==> src/rtl/opg_pkg.sv <==
package opg_pkg;

    // Bit positions of the three inputs inside the synchronised level bus
    localparam int unsigned IN_COUNT = 3;
    localparam int unsigned IX_FALL  = 0;
    localparam int unsigned IX_RISE  = 1;
    localparam int unsigned IX_CLR   = 2;

    // Which gated path produced a trigger in a given cycle
    typedef struct packed {
        logic from_fall;
        logic from_rise;
        logic from_clr;
    } trig_src_t;

endpackage

==> src/rtl/opg_sync.sv <==
module opg_sync #(
    parameter int unsigned N      = 3,
    parameter int unsigned STAGES = 2
) (
    input  logic         clk,
    input  logic         rst,
    input  logic [N-1:0] din,
    output logic [N-1:0] dout
);

    logic [STAGES-1:0][N-1:0] chain_d, chain_q;

    always_comb begin
        chain_d[0] = din;
        for (int i = 1; i < int'(STAGES); i++) begin
            chain_d[i] = chain_q[i-1];
        end
    end

    always_ff @(posedge clk) begin
        if (rst) chain_q <= '0;
        else     chain_q <= chain_d;
    end

    assign dout = chain_q[STAGES-1];

endmodule

==> src/rtl/opg_trig.sv <==
module opg_trig
    import opg_pkg::*;
#(
    parameter int unsigned STAGES = 2
) (
    input  logic                clk,
    input  logic                rst,
    input  logic [IN_COUNT-1:0] lvl,
    output logic                fire,
    output logic                clear
);

    localparam int unsigned WARM_W = $clog2(STAGES + 2);
    localparam logic [WARM_W-1:0] WARM_MAX = WARM_W'(STAGES + 1);

    typedef struct packed {
        logic [IN_COUNT-1:0] prev;
        logic [WARM_W-1:0]   warm;
    } trig_st_t;

    trig_st_t  st_d, st_q;
    trig_src_t src;
    logic      primed;

    always_comb begin
        st_d      = st_q;
        st_d.prev = lvl;
        if (st_q.warm != WARM_MAX) st_d.warm = st_q.warm + 1'b1;

        primed = (st_q.warm == WARM_MAX);

        src.from_fall = st_q.prev[IX_FALL] & ~lvl[IX_FALL]
                      & lvl[IX_RISE] & lvl[IX_CLR];
        src.from_rise = ~st_q.prev[IX_RISE] & lvl[IX_RISE]
                      & ~lvl[IX_FALL] & lvl[IX_CLR];
        src.from_clr  = ~st_q.prev[IX_CLR] & lvl[IX_CLR]
                      & ~lvl[IX_FALL] & lvl[IX_RISE];

        fire  = primed & (|src);
        clear = ~lvl[IX_CLR];
    end

    always_ff @(posedge clk) begin
        if (rst) st_q <= '0;
        else     st_q <= st_d;
    end

    AST_WARMUP_QUIET: assert property (@(posedge clk) disable iff (rst)
        !primed |-> !fire);
    AST_CLEAR_BLOCKS: assert property (@(posedge clk) disable iff (rst)
        !lvl[IX_CLR] |-> !fire);
    AST_STATIC_NO_FIRE: assert property (@(posedge clk) disable iff (rst)
        fire |-> (lvl != $past(lvl)));

endmodule

==> src/rtl/opg_timer.sv <==
module opg_timer #(
    parameter int unsigned WIDTH_W = 8
) (
    input  logic               clk,
    input  logic               rst,
    input  logic               fire,
    input  logic               clear,
    input  logic [WIDTH_W-1:0] width,
    output logic               pulse
);

    localparam logic [WIDTH_W-1:0] ONE = WIDTH_W'(1);

    typedef struct packed {
        logic [WIDTH_W-1:0] cnt;
        logic               q;
    } tmr_st_t;

    tmr_st_t st_d, st_q;

    always_comb begin
        st_d = st_q;
        if (clear) begin
            st_d = '0;
        end else if (fire && (width != '0)) begin
            st_d.cnt = width;
            st_d.q   = 1'b1;
        end else if (st_q.q) begin
            st_d.cnt = st_q.cnt - ONE;
            st_d.q   = (st_q.cnt != ONE);
        end
    end

    always_ff @(posedge clk) begin
        if (rst) st_q <= '0;
        else     st_q <= st_d;
    end

    assign pulse = st_q.q;

    AST_RESET_LOW: assert property (@(posedge clk)
        rst |=> (!pulse && st_q.cnt == '0));
    AST_CLEAR_DROPS: assert property (@(posedge clk) disable iff (rst)
        clear |=> !pulse);
    AST_LOAD_WIDTH: assert property (@(posedge clk) disable iff (rst)
        (fire && !clear && width != '0) |=> (pulse && st_q.cnt == $past(width)));
    AST_ZERO_NOP: assert property (@(posedge clk) disable iff (rst)
        (fire && !clear && width == '0 && !pulse) |=> !pulse);
    AST_QUIET_STAYS: assert property (@(posedge clk) disable iff (rst)
        (!pulse && !fire) |=> !pulse);
    AST_COUNT_STEP: assert property (@(posedge clk) disable iff (rst)
        (pulse && !clear && !(fire && width != '0)) |=> (st_q.cnt == $past(st_q.cnt) - ONE));

endmodule

==> src/rtl/retrig_one_shot.sv <==
module retrig_one_shot
    import opg_pkg::*;
#(
    parameter int unsigned WIDTH_W     = 8,
    parameter int unsigned SYNC_STAGES = 2
) (
    input  logic               clk,
    input  logic               rst,
    input  logic               fall_trig_n,
    input  logic               rise_trig,
    input  logic               clear_n,
    input  logic [WIDTH_W-1:0] width_cfg,
    output logic               pulse_out
);

    logic [IN_COUNT-1:0] raw_lvl, sync_lvl;
    logic                fire, clear;

    always_comb begin
        raw_lvl          = '0;
        raw_lvl[IX_FALL] = fall_trig_n;
        raw_lvl[IX_RISE] = rise_trig;
        raw_lvl[IX_CLR]  = clear_n;
    end

    opg_sync #(.N(IN_COUNT), .STAGES(SYNC_STAGES)) u_sync (
        .clk  (clk),
        .rst  (rst),
        .din  (raw_lvl),
        .dout (sync_lvl)
    );

    opg_trig #(.STAGES(SYNC_STAGES)) u_trig (
        .clk   (clk),
        .rst   (rst),
        .lvl   (sync_lvl),
        .fire  (fire),
        .clear (clear)
    );

    opg_timer #(.WIDTH_W(WIDTH_W)) u_timer (
        .clk   (clk),
        .rst   (rst),
        .fire  (fire),
        .clear (clear),
        .width (width_cfg),
        .pulse (pulse_out)
    );

endmodule

==> config.mk <==
export PLATFORM = sky130hd
export DESIGN_NAME = retrig_one_shot
export DESIGN_NICKNAME = d
export VERILOG_FILES = /design/src/rtl/opg_pkg.sv /design/src/rtl/opg_sync.sv /design/src/rtl/opg_trig.sv /design/src/rtl/opg_timer.sv /design/src/rtl/retrig_one_shot.sv
export SDC_FILE = /design/constraint.sdc
export NUM_CORES = 1
export LEC_CHECK = 0
export BUFFER_PORTS_ARGS = -buffer_cell sky130_fd_sc_hd__buf_2
export CAP_MARGIN = 20
export CORE_ASPECT_RATIO = 1.25
export CORE_MARGIN = 4
export CORE_UTILIZATION = 52
export CTS_CLUSTER_DIAMETER = 60
export CTS_CLUSTER_SIZE = 12
export DETAILED_ROUTE_END_ITERATION = 16
export HOLD_SLACK_MARGIN = 0.12
export PLACE_DENSITY = 0.7
export SLEW_MARGIN = 10
export SYNTH_ARGS = -nofsm -noshare
export SYNTH_HDL_FRONTEND = slang
export SYNTH_HIERARCHICAL = 1
export SYNTH_SLANG_ARGS = --single-unit
==> constraint.sdc <==
create_clock -name clk -period 2.2 [get_ports clk]
set_input_delay 0.66 -clock clk [delete_from_list [all_inputs] [get_ports clk]]
set_output_delay 0.66 -clock clk [all_outputs]
set_load 0.005 [all_outputs]
# Yosys cells after proc, flatten, opt, wreduce, memory -nomap -nowiden
# Cells that the tools add are included.
op_classes:
  n_addsub: 2
  eq_ne: 3
  muxes: 2
  bitwise_logic: 14
  reduce_logical: 5
op_table:
  columns: ["cell", "count"]
  rows:
  - ["$mux W9", 2]
  - ["$and A1 B1 Y1", 10]
  - ["$ne A8 B1 Y1 const B", 1]
  - ["$reduce_bool A8 Y1", 1]
  - ["$sub A8 B1 Y8 const B", 1]
  - ["$not A1 Y1", 4]
  - ["$reduce_or A3 Y1", 1]
  - ["$add A2 B1 Y2 const B", 1]
  - ["$eq A2 B2 Y1 const B", 1]
  - ["$ne A2 B2 Y1 const B", 1]
  - ["$reduce_bool A2 Y1", 1]
  - ["$reduce_or A2 Y1", 1]
  - ["$logic_and A1 B1 Y1", 1]
word_totals:
  register_bits: 20
  input_bits: 13
  out_inout_bits: 1
  wordCells: 32

# Logic depth before layout (Yosys ltp)
logic_depth:
  word_depth: 8
  mapped_depth: 7
  ltp_nobuf: 6

# Modules after synthesis
# Netlist, hierarchy kept.
by_module_without_submodules:
  columns: ["mod", "n_inst", "cells_each", "area_per_inst_um2", "seq_area_each_um2"]
  rows:
  - ["opg_timer", 1, 56, 520.5, 180.2]
  - ["opg_trig", 1, 17, 177.7, 100.1]
  - ["opg_sync", 1, 12, 157.7, 120.1]

# Worst setup path after synthesis
# Ideal clock, no wire load.
synth_timing:
  kind: "input port to flip-flop"
  startpoint: "in width_cfg[4]"
  endpoint: "reg u_timer/st_q[7] in the netlist's numbering"
  setup_ns: 0.080
  arrival_time_ns: 1.751
  t_required_ns: 2.120
  slack_ns: 0.369
  stages: 5
  n_path_buf: 1
  cell_sequence: "or4_1 o21ai_4 buf_6 nor2_1 a211oi_2"
synth_between:
  elab_chain_len: 3
  word_cells_on_any_way: 4
  cone_classes: "mux (1); reduce/logical (3)"
synth_rtl:
  columns: ["item", "line", "rtl"]
  rows:
  - ["start: declaration", "retrig_one_shot.sv:12", "input logic [WIDTH_W-1:0] width_cfg,"]
  - ["$reduce_bool A8 Y1 *", "opg_timer.sv:25", "end else if (fire && (width != '0)) begin"]
  - ["$logic_and A1 B1 Y1 *", "opg_timer.sv:25", null]
  - ["$mux W9 / $reduce_bool A2 Y1 (equally long branches)", null, null]
  - ["end signal: assignment", "opg_timer.sv:36", "else st_q <= st_d;"]
  - ["end: declaration", "opg_timer.sv:19", "tmr_st_t st_d, st_q;"]
# Every way passes the cells marked *; elsewhere a longest branch is shown, timed or not.
# A chain may end at the register's enable or synchronous reset.

# Final worst setup path
layout_timing:
  startpoint: "in width_cfg[4]"
  endpoint: "reg u_timer/st_q[3] in the netlist's numbering"
# Same word-level chain as after synthesis.

==> impl_metrics.json <==
{
  "fin_util_pct": 61.4,
  "status": "complete, no violations",
  "regArea_sq_um": 400,
  "routed_via_density": 5.17,
  "fin_nets": 118,
  "drv_slew": 0,
  "gr-total-overflow": 0,
  "cp_data_required_time_ps": 2400,
  "cts_max_level": 1,
  "fill_cells": 149,
  "path_cells": "buf_2 > or4_1 > o21ai_4 > nor2_1 > a211oi_1",
  "tns_ps": 0,
  "grt_setup_unrepaired": "no",
  "cts_buffers": 3,
  "synth_ff_type": "dfxtp_1",
  "multi_input_area_sq_um": 425,
  "syn_inst": 85,
  "p_leak_nw": 0.362,
  "holdWs_ps": 451,
  "setup_viol": 0,
  "gp_congestion": 0.775,
  "antenna_found_initial": 0,
  "yosysWarnings": 6,
  "cts_tree": "built",
  "synth.most_common_cell": "dfxtp_1",
  "period_minus_slack_ps": 1800,
  "drtAntennaViolNets": 0,
  "drt-met1-wl_um": 612,
  "finalCritPeriodShare_pct": 81.8,
  "first_iter_violations": 4,
  "grt_max_degree": 16,
  "netlist_area_sq_um": 856,
  "cts-root-buf": "clkbuf_4",
  "synth_top_cell_by_area": "dfxtp_1",
  "synth_common_cells": "20 x dfxtp_1, 15 x nor2_1, 8 x nor2b_1",
  "rows": 16,
  "drive_above_1_share_pct": 26.0,
  "grt_pass1_wl_mm": 2.64,
  "skew_ps": 1.98,
  "end_kind": "register",
  "synth.ff_latch_count": 20,
  "async_reset_ff_share_pct": 0,
  "timing.final.ws_setup_ps": 401,
  "grtUsageTotal_pct": 15.6,
  "synth_edf_count": 0,
  "peakVddDrop_mv": 0.392,
  "dr_wl_met3_um": 91,
  "cts.sinks": 20,
  "io_buffers": 13,
  "ios": 14,
  "area_growth_pct": 12.0,
  "powerDensity_nw_per_um2": 618,
  "wl_met2_um": 735,
  "die_y_um": 53.4,
  "fp.dieW_um": 44.3,
  "synthDistinctLibCells": 26,
  "hold_buffers": 0,
  "cts.clk_slew.worst_paths_ps": 100,
  "max_slew.worst_pin.slew_ps": 396,
  "crit_slowest_cell": "or4_1",
  "worstPathArrival_ps": 2000,
  "r2r_slack_ps": 470,
  "criticalPathCategory": "in2reg",
  "synthTopCellsByArea": "dfxtp_1 47%, nor2_1 6.6%, xnor2_1 6.1%, nor2b_1 5.8%, a211oi_2 4.4%",
  "drt_pass1_iterations": 3,
  "fmaxAchievable_ghz": 0.556,
  "cpPeakStageDelay_ps": 570,
  "routedWlPerCell_um": 12.4,
  "insertion_delay_ps": 290,
  "vias": 610,
  "cp_max_fo": 15,
  "design.core.area_sq_um": 1560,
  "start_kind": "primary input",
  "pre_cts_ws_ps": 92.8,
  "synth_top_area_share_pct": 46.8,
  "first_global_vias": 626,
  "synth_nets": 101,
  "slew_headroom_pct": 73.5,
  "start_util_pct": 54.8,
  "dpl.hpwl_mm": 1.18,
  "hold_viol_final": 0,
  "die-area_sq_um": 2360,
  "avgSynthCellArea_sq_um": 10.1,
  "hold_path_class": "reg2reg",
  "routed.top_layer": "met4",
  "drt_drc_violations_left": 0,
  "num_antenna_cells": 0,
  "cts_resized": 0,
  "maxCapViolations": 0,
  "finalWirelength_mm": 1.47,
  "seq_area_frac_synth_pct": 46.8,
  "cts_setup_buffers": 0,
  "cts_buffer_depth": 2
}
==> cell usage in the layout (no fill, tap or decap), types with 3 or more instances in the layout <==
cell / Yosys / routed
dfxtp_1: 20 / 20
buf_2: 0 / 13
clkbuf_4: 0 / 3
a211oi_1: 4 / 4
inv_1: 4 / 4
a211oi_2: 3 / 3
ha_1: 3 / 3
xnor2_1: 6 / 6
nor2b_1: 8 / 8
nor2_1: 15 / 15
==> per-stage QoR <==
stage          area, sq um  power [W]  std cells
2_1_floorplan          856   0.000417         85
6_report               958   0.000592        118
3_3_place_gp           936   0.000435        115
4_1_cts                958   0.000604        118
5_1_grt                958   0.000623        118
3_5_place_dp           936   0.000438        115
==> where the power goes <==
| part | leakage (nW) | internal [W] | total (W) | switching, W |
|---|---|---|---|---|
| sequential | 0.163 | 0.000377 | 0.000384 | 0.00000680 |
| clock | 0.0138 | 0.0000636 | 0.000163 | 0.0000999 |
| combinational | 0.185 | 0.0000235 | 0.0000448 | 0.0000214 |
| total | 0.362 | 0.000464 | 0.000592 | 0.000128 |
==> registers in the layout, indices dropped and copies added (netlist names) <==
signal	cells
u_timer/st_q	8
u_sync/chain_d	3
u_sync/dout	3
u_timer/pulse	1
u_trig/st_q	5
==> per-layer routing <==
metal	track usage, %	vias to the layer above
li1	-	321
met1	17.7	274
met2	25.7	13
met3	2.72	2
met4	11.1	0
met5	0	-
==> worst paths after layout <==
| kind | startpoint | depth (start not counted) | to |
|---|---|---|---|
| max | width_cfg[4] | 5 | u_timer/st_q[3] |
| min | u_sync/chain_d[3] | 1 | u_sync/dout[0] |
| max reg2reg | u_trig/st_q[0] | 6 | u_timer/st_q[5] |
| min reg2reg | u_sync/chain_d[3] | 1 | u_sync/dout[0] |
==> critical path, delay by kind of cell <==
kind,cells,cell delay [ps]
AND/OR/NAND/NOR,2,640
buffers and inverters,1,100
AO/OA/AOI/OAI,2,600
==> final cells by class <==
class | instances | share of cell area [%]
clock buffers | 3 | 2.35
inverters | 4 | 1.57
multi-input cells | 59 | 44.4
flip-flops and latches | 20 | 41.8
well taps | 18 | 2.35
repair buffers | 14 | 7.57
==> kinds of logic after synthesis <==
logic type | share of synthesized area (%)
XOR/XNOR | 8.19
AND/OR/NAND/NOR | 22.8
multiplexers | 1.17
AO/OA/AOI/OAI | 13.2
flip-flops | 46.8
buffers and inverters | 3.51
adder cells (fa/ha/maj) | 4.39
Note: power is estimated with default switching activity, not from simulation.
